===== src/rtl/supply_seq_pkg.sv =====
package supply_seq_pkg;
  typedef enum logic [1:0] {
    SRC_OFF  = 2'b00,
    SRC_LOW  = 2'b01,
    SRC_HIGH = 2'b10
  } src_sel_e;

  localparam int unsigned NUM_FLAGS = 7;
  localparam int unsigned F_INH = 0;
  localparam int unsigned F_MIN = 1;
  localparam int unsigned F_ON  = 2;
  localparam int unsigned F_OFF = 3;
  localparam int unsigned F_RST = 4;
  localparam int unsigned F_HV  = 5;
  localparam int unsigned F_TSD = 6;
endpackage


===== src/rtl/flag_sync.sv =====
module flag_sync #(
  parameter int unsigned WIDTH  = 7,
  parameter int unsigned STAGES = 2
) (
  input  logic             clk_i,
  input  logic             rst_ni,
  input  logic [WIDTH-1:0] d_i,
  output logic [WIDTH-1:0] q_o
);
  logic [WIDTH-1:0] stg_q [STAGES];

  for (genvar s = 0; s < STAGES; s++) begin : g_stage
    if (s == 0) begin : g_first
      always_ff @(posedge clk_i or negedge rst_ni) begin
        if (!rst_ni) stg_q[s] <= '0;
        else         stg_q[s] <= d_i;
      end
    end else begin : g_next
      always_ff @(posedge clk_i or negedge rst_ni) begin
        if (!rst_ni) stg_q[s] <= '0;
        else         stg_q[s] <= stg_q[s-1];
      end
    end
  end

  assign q_o = stg_q[STAGES-1];
endmodule


===== src/rtl/src_ctrl.sv =====
module src_ctrl
  import supply_seq_pkg::*;
(
  input  logic     clk_i,
  input  logic     rst_ni,
  input  logic     inh_i,
  input  logic     min_i,
  input  logic     on_i,
  input  logic     hv_ok_i,
  input  logic     tsd_i,
  output src_sel_e sel_o
);
  logic     charge_q, charge_d;
  logic     allow;
  src_sel_e sel_d, sel_q;

  // hysteresis: stop at turn-on level, resume below minimum
  always_comb begin
    charge_d = charge_q;
    if (on_i)        charge_d = 1'b0;
    else if (!min_i) charge_d = 1'b1;
  end

  assign allow = hv_ok_i && !tsd_i && charge_d;

  always_comb begin
    if (!allow)     sel_d = SRC_OFF;
    else if (!inh_i) sel_d = SRC_LOW;
    else            sel_d = SRC_HIGH;
  end

  always_ff @(posedge clk_i or negedge rst_ni) begin
    if (!rst_ni) begin
      charge_q <= 1'b1;
      sel_q    <= SRC_OFF;
    end else begin
      charge_q <= charge_d;
      sel_q    <= sel_d;
    end
  end

  assign sel_o = sel_q;
endmodule


===== src/rtl/run_ctrl.sv =====
module run_ctrl (
  input  logic clk_i,
  input  logic rst_ni,
  input  logic on_i,
  input  logic off_i,
  input  logic rst_lvl_i,
  output logic start_o,
  output logic clr_o
);
  logic run_q, start_q, clr_q;
  logic do_start, do_stop;

  assign do_start = !run_q && on_i;
  assign do_stop  = run_q && !off_i;

  always_ff @(posedge clk_i or negedge rst_ni) begin
    if (!rst_ni) begin
      run_q   <= 1'b0;
      start_q <= 1'b0;
      clr_q   <= 1'b0;
    end else begin
      if (do_start)     run_q <= 1'b1;
      else if (do_stop) run_q <= 1'b0;
      start_q <= do_start;
      clr_q   <= do_stop || !rst_lvl_i;
    end
  end

  assign start_o = start_q;
  assign clr_o   = clr_q;
endmodule


===== src/rtl/supply_src_seq.sv =====
module supply_src_seq
  import supply_seq_pkg::*;
(
  input  logic       clk_i,
  input  logic       rst_ni,
  input  logic       vcc_inh_i,
  input  logic       vcc_min_i,
  input  logic       vcc_on_i,
  input  logic       vcc_off_i,
  input  logic       vcc_rst_i,
  input  logic       hv_ok_i,
  input  logic       tsd_i,
  output logic [1:0] src_sel_o,
  output logic       ctrl_start_o,
  output logic       fault_clr_o
);
  logic [NUM_FLAGS-1:0] raw, syn;
  src_sel_e             sel;

  always_comb begin
    raw        = '0;
    raw[F_INH] = vcc_inh_i;
    raw[F_MIN] = vcc_min_i;
    raw[F_ON]  = vcc_on_i;
    raw[F_OFF] = vcc_off_i;
    raw[F_RST] = vcc_rst_i;
    raw[F_HV]  = hv_ok_i;
    raw[F_TSD] = tsd_i;
  end

  flag_sync #(.WIDTH(NUM_FLAGS), .STAGES(2)) u_sync (
    .clk_i (clk_i),
    .rst_ni(rst_ni),
    .d_i   (raw),
    .q_o   (syn)
  );

  src_ctrl u_src (
    .clk_i  (clk_i),
    .rst_ni (rst_ni),
    .inh_i  (syn[F_INH]),
    .min_i  (syn[F_MIN]),
    .on_i   (syn[F_ON]),
    .hv_ok_i(syn[F_HV]),
    .tsd_i  (syn[F_TSD]),
    .sel_o  (sel)
  );

  run_ctrl u_run (
    .clk_i    (clk_i),
    .rst_ni   (rst_ni),
    .on_i     (syn[F_ON]),
    .off_i    (syn[F_OFF]),
    .rst_lvl_i(syn[F_RST]),
    .start_o  (ctrl_start_o),
    .clr_o    (fault_clr_o)
  );

  assign src_sel_o = sel;
endmodule


===== config.mk =====
export PLATFORM = sky130hd
export DESIGN_NAME = supply_src_seq
export DESIGN_NICKNAME = d
export VERILOG_FILES = /design/src/rtl/supply_seq_pkg.sv /design/src/rtl/flag_sync.sv /design/src/rtl/src_ctrl.sv /design/src/rtl/run_ctrl.sv /design/src/rtl/supply_src_seq.sv
export SDC_FILE = /design/constraint.sdc
export NUM_CORES = 1
export LEC_CHECK = 0
export BUFFER_PORTS_ARGS = -buffer_cell sky130_fd_sc_hd__buf_2
export CAP_MARGIN = 20
export CORE_AREA = 2 2 39 41
export DETAILED_ROUTE_END_ITERATION = 10
export DIE_AREA = 0 0 41 43
export GPL_ROUTABILITY_DRIVEN = 0
export GPL_TIMING_DRIVEN = 1
export PLACE_DENSITY = 0.69
export SETUP_SLACK_MARGIN = 0.3
export SLEW_MARGIN = 0
export SYNTH_ARGS = -nofsm -noshare
export SYNTH_HDL_FRONTEND = slang
export SYNTH_HIERARCHICAL = 1
export SYNTH_SLANG_ARGS = --single-unit

===== constraint.sdc =====
create_clock -name clk_i -period 1.2 [get_ports clk_i]
set_input_delay 0.06 -clock clk_i [delete_from_list [all_inputs] [get_ports clk_i]]
set_output_delay 0.06 -clock clk_i [all_outputs]
set_load 0.02 [all_outputs]

==> results of run 1 <==
## how the worst max path moves through the flow
stage,start,endpoint,slack (ns),cells after the start
after detailed placement,u_src/charge_q,u_src/sel_o[1],0.28,2
after CTS,u_sync/q_o[6],u_src/sel_o[1],0.31,2
after global routing,u_src/charge_q,u_src/sel_o[1],0.28,2
final,u_src/charge_q,u_src/sel_o[1],0.33,2
after floorplan,u_sync/q_o[1],u_src/sel_o[1],0.30,3
after global placement,u_src/charge_q,u_src/sel_o[1],0.31,2
## critical path, cell delays in order (launching register included)
cell	delay, ns
dfstp_2	0.55
nor2b_4	0.05
nor4b_2	0.20
## registers in the layout (all words and copies together), names as in the netlist
name / count
u_run/run_q: 1
u_sync/q_o: 7
u_sync/stg_q: 7
u_run/clr_o: 1
u_src/sel_o: 2
u_run/start_o: 1
u_src/charge_q: 1
## power groups by stage
stage                     Sequential (W)  Combinational, W  Clock [W]
after floorplan                 0.000749         0.0000374          0
final                           0.000733         0.0000951   0.000303
after detailed placement        0.000744         0.0000651          0
after global placement          0.000741         0.0000625          0
after CTS                       0.000731         0.0000858   0.000320
after global routing            0.000738          0.000105   0.000352
## Yosys cell counts
master	number
nor4b_2	1
inv_1	1
nor4_1	1
dfstp_2	1
nand2b_1	1
dfrtp_1	19
buf_4	7
nor2b_2	1
a21o_1	1
o21ai_1	1
nor2_1	1
nor2b_1	1
## logic make-up (layout without fill, tap and decap cells)
kind of cell	Yosys count	count (layout)	synth area share, %
AOI/OAI and AO/OA	2	2	2.028
and+or+nand+nor	6	6	7.506
DFF	20	20	81.34
buffers and inverters	8	25	9.127
## repair_timing
item / in CTS / in global routing
hold buffers: 8 / 0
setup endpoints to repair: 2 / 6
resized for setup: 1 / 9
hold endpoints to repair: 26 / 0
pin swaps: 1 / 1
## area by class of cell
class / instances / share of cell area, %
Inverter: 1 / 0.4710
Tap cell: 16 / 2.512
Timing Repair Buffer: 20 / 20.72
Sequential cell: 20 / 62.95
Clock buffer: 4 / 3.297
Multi-Input combinational cell: 8 / 10.05
## through the flow
step / util (%) / hold WS, ns / cell area (sq um) / cells / setup slack, ns
6_report: 57.59 / 0.2170 / 797.0 / 69 / 0.3306
2_1_floorplan: - / -0.2356 / 624.3 / 36 / 0.2991
5_1_grt: 57.59 / 0.2591 / 797.0 / 69 / 0.2762
3_5_place_dp: 47.11 / 0.01759 / 651.9 / 57 / 0.2755
3_3_place_gp: 47.11 / 0.01213 / 651.9 / 57 / 0.3062
4_1_cts: 55.24 / 0.2217 / 764.5 / 69 / 0.3103
## layer usage
| metal | global-route usage, % | vias to the layer above | wire [um] |
|---|---|---|---|
| met2 | 16.88 | 14 | 376 |
| met1 | 10.95 | 143 | 263 |
| met4 | 8.000 | 0 | 8 |
| li1 | - | 141 | - |
| met5 | 0 | - | 0 |
| met3 | 4.712 | 2 | 44 |
==> results by stage, run 1 <==
Status:
- The flow ran to the end, and the final reports show no timing, DRC or antenna violations.

GRT:
- In the global route stage, overall resource usage came out at 10.95%.
- The first global-routing pass estimated 1186 um of wire.
- Entering global routing, the biggest net connects 21 pins.
- The initial antenna violation count is 0.
- The number of global-route vias before repair is 307.
- The residual overflow from global routing is 0.

Floorplanning:
- In this run the standard cell core region covers 1384 sq um.
- The floorplan step defined a die boundary enclosing 1763 sq um.
- The row count is 14.
- The number of top-level pins is 13.
- The initial core utilization is 44.58%.
- The width of the die is 41 um.
- The die height is 43 um.

Power and ir drop:
- The power dissipated by switching net loads is 0.0002330 W.
- The share of total power dissipated in sequential elements is 64.8%.
- In this run, the clock network consumes 26.8% of the power.
- The total internal power is 0.0008984 W.
- The largest vdd supply drop is 0.0009433 V.
- Overall power consumption after layout is estimated at 0.001131 W.
- The leakage power of the design is 0.3784 nW.
- Net switching is 20.59% of the power.
- Dividing total power by cell area gives a power density of 1419 nW/um^2.
- In this run, the combinational gates consume 8.4% of the power.

Synth:
- The Yosys step of the flow raised 6 warnings.
- Sequential cells were found to cover 81.34% of the synthesized design area.
- After synthesis the netlist holds a flip-flop and latch count of 20.
- The most area-hungry cell type in the Yosys netlist is dfrtp_1.
- The average footprint of a synthesized cell is 17.13 sq um.
- By area the synthesized netlist is led by dfrtp_1 77%, buf_4 8.5%, dfstp_2 4.3%.
- The net count of the mapped netlist is 45.
- The count of different cell masters after synthesis is 12.
- The total standard cell area after synthesis is 616.8 sq um.
- The cell count after synthesis is 36.
- The synthesized design devotes to its leading area cell type 77.08% of total area.

Routing:
- Using the TritonRoute via totals, the vias-per-cell ratio works out to 4.348.
- In the final routed layout, each cell accounts on average for 10.03 um.
- Summed over all layers, the routed wires come to 692 um.
- The first routing iteration left 5 violations.
- The first detailed-routing pass took 4 iterations.
- Across all layers, the routed design uses 300 vias.
- Once detail routing completed, the nets flagged for antenna violations numbered 0.
- In the routed design, unresolved DRC markers number 0.

Worst setup path:
- The reg-to-reg setup timing slack is 0.33 ns.
- The terminus of the critical flop-to-flop path is u_src/sel_o[1].
- The startpoint identified for the worst register-to-register timing path is u_src/charge_q.
- The critical path capture point type is a flip-flop.
- STA puts the critical path data arrival time at 1.07 ns.
- Along the worst path, the maximum fanout reaches 3.
- At the worst endpoint, the required time is 1.40 ns.
- The type of the worst setup path is flip-flop to flip-flop.
- The worst setup path is launched from a flip-flop.
- The worst reg-to-reg path cell count is 2.

STA:
- The count of final max-slew check failures is 0.
- The largest clock skew in the final design is 0.007305 ns.
- The final count of hold timing violations came to 0.
- The final critical path time including I/O delays and setup is 0.8694 ns.
- The actual transition at the worst max-transition pin is 0.4107 ns.
- The post-route setup TNS is 0 ns.
- Setup repair after global routing could not meet its margin everywhere.
- Setup violations remaining at the end of the flow were counted as 0.
- The normalized max-slew margin is 72.62%.
- Of the available clock period, the critical path in the final layout requires 72.45%.
- The maximum operating frequency is 1.150 GHz.

Finish:
- The sequential cells in the finished layout cover a total of 501.7 sq um.
- The proportion of layout cells with a drive suffix above 1 is 39.62%.
- Counting the fill cells in the layout gives 104.
- In the layout the commonest cells are 19 x dfrtp_1, 8 x dlygate4sd3_1, 8 x buf_2, 4 x buf_6, 3 x clkbuf_4.
- The synthesis-to-finish area growth is 29.21%.
- The commonest non-fill, non-tap cell in the layout is dfrtp_1.
- The final layout contains 63 nets.
- The multi-input combinational cells in the finished layout cover a total of 80.08 sq um.
- The count of inserted antenna diode cells is 0.

Clocking:
- The number of CTS-inserted buffers is 3.
- The cell chosen for the clock root is clkbuf_4.
- The number of buffers inserted by post-CTS setup repair is 0.
- The register clock-pin slew on the reported worst setup and hold paths is 0.10 ns.
- In this run the deepest clock path goes through 2 buffers.
- Counting every sink on the clock net gives 20.
- TritonCTS built the clock tree.
- The insertion delay to the later sink of the worst-skew pair is 0.29 ns.
- In this run the number of H-tree levels came out at 1.

Place:
- The total of buffers placed on input and output ports is 12.

Hold path:
- In this run the worst hold path is classified as input port to asynchronous set/reset pin.

Run:
- The count of max-cap constraint violations is 0.
(Power assumes the default switching activity.)
==> run 2, diff against run 1 <==
Clock period 1.2 ns to 0.8 ns, I/O delays scaled along.
==> results by stage, run 2 (synthesized netlist as in run 1, its figures left out) <==
GRT:
- The initial antenna violation count came to 0.
- The residual overflow from global routing is 0.
- The first global-routing pass estimated 1104 um of wire.
- The overall fraction of global-route tracks in use is 10.20%.
- The number of global-route vias before repair is 302.
- The largest net degree at the start of global routing is 21.

Routing:
- The detailed route wirelength on metal2 is 326 um.
- The routed design has 654 um of wire.
- The detailed router put a total of 292 um of wire on met1.
- The post-detailed-route DRC marker count is 0.
- Dividing the detail-routed via count by the number of cells gives 4.265.
- After the first detailed-routing iteration, the DRC count stood at 2.
- The overall via count from detail_route is 290.
- The highest layer touched by signal routing is met3.
- The count of nets left with antenna violations once routing finished came out at 0.
- The sum of met3 wire segment lengths after detailed routing is 35 um.
- After detailed routing, the average wire length per cell comes to 9.618 um.
- The first-pass detailed-route iteration total is 2.

Worst setup path:
- The data required time of the critical path is 1.01 ns.
- The critical path starts at u_src/charge_q.
- The maximum fanout along the worst path is 3.
- The critical path in this run is classified as flip-flop to flip-flop.
- The signal arrival time at the worst endpoint is 1.08 ns.
- The worst setup path is captured at a flip-flop.
- The worst register-to-register path ends at u_src/sel_o[1].
- In this run the register-to-register setup slack is -0.07 ns.
- The startpoint identified for the worst register-to-register timing path is u_src/charge_q.
- The worst reg-to-reg path cell count is 2.
- STA classifies the critical path startpoint as a flip-flop.
- The critical path capture point is u_src/sel_o[1].

Power and ir drop:
- The leakage power of the design is 0.3935 nW.
- The worst-case IR drop observed on VDD is 0.001274 V.
- For this design the ratio of total power to cell area is 2237 nW/um^2.

STA:
- The worst setup slack after layout is -0.07016 ns.
- The count of final max-slew check failures came to 0.
- Headroom to the max-slew limit came out at 72.60%.
- The maximum operating frequency is 1.149 GHz.
- The final count of negative-setup-slack endpoints is 7.
- Setup repair after global routing could not meet its margin everywhere.
- The post-route setup TNS is -0.2800 ns.
- The tightest hold path in the finished design has a slack of -0.3348 ns.
- The final count of hold timing violations came to 20.
- The final critical path time including I/O delays and setup is 0.8702 ns.
- On the final layout, the worst clock skew is 0.001148 ns.
- For the pin with the worst max-slew slack, the measured transition is 0.4110 ns.
- Dividing the final minimum period by the clock period gives 108.8%.

Hold path:
- The class of the tightest hold or removal check is input port to asynchronous set/reset pin.

Finish:
- The core utilization of the finished layout is 58.14%.
- Relative to the synthesized area, the layout overhead comes to 30.43%.
- The cell area after layout is 804.5 sq um.
- The proportion of layout cells with a drive suffix above 1 is 42.31%.
- The library cells used most frequently in the layout, excluding fill and tap cells, are 19 x dfrtp_1, 8 x buf_2, 6 x dlygate4sd3_1, 4 x buf_6, 3 x clkbuf_4.
- In the final layout, the multi-input gates occupy 85.08 sq um.
- The net count of the finished layout is 62.
- The library cell used most frequently in the layout, excluding fill and tap cells, is dfrtp_1.
- The count of inserted antenna diode cells is 0.
- The finished layout holds 68 standard cells, fillers aside.
- The sequential standard cell area is 501.7 sq um.
- Fill cells in the final layout number 104.

Clocking:
- The clock passes through at most 2 buffers.
- CTS built an H-tree with a depth of 1.
- The sink count of the clock tree is 20.
- The number of CTS-inserted buffers is 3.
- The tree is rooted in a clkbuf_4.
- The insertion delay to the later sink of the worst-skew pair is 0.29 ns.
- The clock tree from TritonCTS is done.
- The register clock-pin slew on the reported worst setup and hold paths is 0.10 ns.
- The number of hold buffers added after CTS was 7.

Floorplanning:
- The die height is 43 um.
- Measured along the x axis, the die boundary spans 41 um.
- The area of the die is 1763 sq um.
- The number of top-level pins is 13.
- The initial core utilization is 44.58%.
- The total core area is 1384 sq um.
- After floorplanning, the core was divided into 14 placement rows.

Place:
- The half-perimeter wire length after placement is 395.4 um.
- The number of cells after detailed placement is 57.
- The minimum setup slack after placement is -0.1297 ns.
- The cell area after placement is 656.9 sq um.
- The total of buffers placed on input and output ports is 12.

Status:
- The final reports fail on negative hold slack, negative setup slack.
- The flow ran to the end, but the final reports show violations.

Run:
- Max-cap violations in this run came to 0.
-- run 2: cell count changes in the layout (fill, tap and decap cells not counted) --
cell            delta
clkbuf_8           +1
nor2b_2            -1
nor2b_4            +1
dlymetal6s4s_1     +1
dlygate4sd3_1      -2
clkbuf_1           -1
-- run 2: worst min-delay path by stage --
| stage | startpoint | to | slack [ns] | cells past startpoint |
|---|---|---|---|---|
| 2_1_floorplan | rst_ni | u_run/clr_o | -0.26 | 0 |
| 3_5_place_dp | rst_ni | u_src/sel_o[1] | -0.0008 | 1 |
| 6_report | rst_ni | u_src/sel_o[1] | -0.33 | 1 |
| 5_1_grt | rst_ni | u_run/start_o | -0.32 | 1 |
| 4_1_cts | rst_ni | u_run/start_o | -0.32 | 1 |
| 3_3_place_gp | rst_ni | u_run/start_o | -0.006 | 1 |
-- run 2: routing by layer --
metal / vias to the layer above / global-route usage (%)
met4: 0 / 6.000
met2: 12 / 17.19
met1: 139 / 9.058
met3: 0 / 4.712
li1: 139 / -
met5: - / 0
-- run 2: area by class of cell --
cell class / count / share of cell area (%)
Inverter: 1 / 0.4666
Clock buffer: 4 / 4.510
Multi-Input combinational cell: 8 / 10.58
Sequential cell: 20 / 62.36
Tap cell: 16 / 2.488
Timing Repair Buffer: 19 / 19.60
-- run 2: metrics by stage --
step / hold slack (ns) / total power, W
5_1_grt: -0.3243 / 0.001891
4_1_cts: -0.3222 / 0.001818
6_report: -0.3348 / 0.001800
3_5_place_dp: -0.0007958 / 0.001217
3_3_place_gp: -0.005883 / 0.001212
2_1_floorplan: -0.2556 / 0.001188
-- run 2: worst max-delay path, stage by stage, from the launching register on --
cell and delay, ns:
dfstp_2 0.56, nor2b_4 0.05, nor4b_2 0.19
-- run 2: repair_timing --
| item | 4_1_cts | 5_1_grt |
|---|---|---|
| gates resized for setup | 10 | 1 |
| endpoints found under the setup margin | 10 | 11 |
| pin swaps | 4 | 0 |
| buffers inserted | 0 | 0 |
| hold endpoints to repair | 27 | 19 |
-- run 2: power breakdown --
part	internal, W	switching [W]
registers	0.00107	0.0000313
clock network	0.000277	0.000279
logic	0.0000837	0.0000582
total	0.00143	0.000368
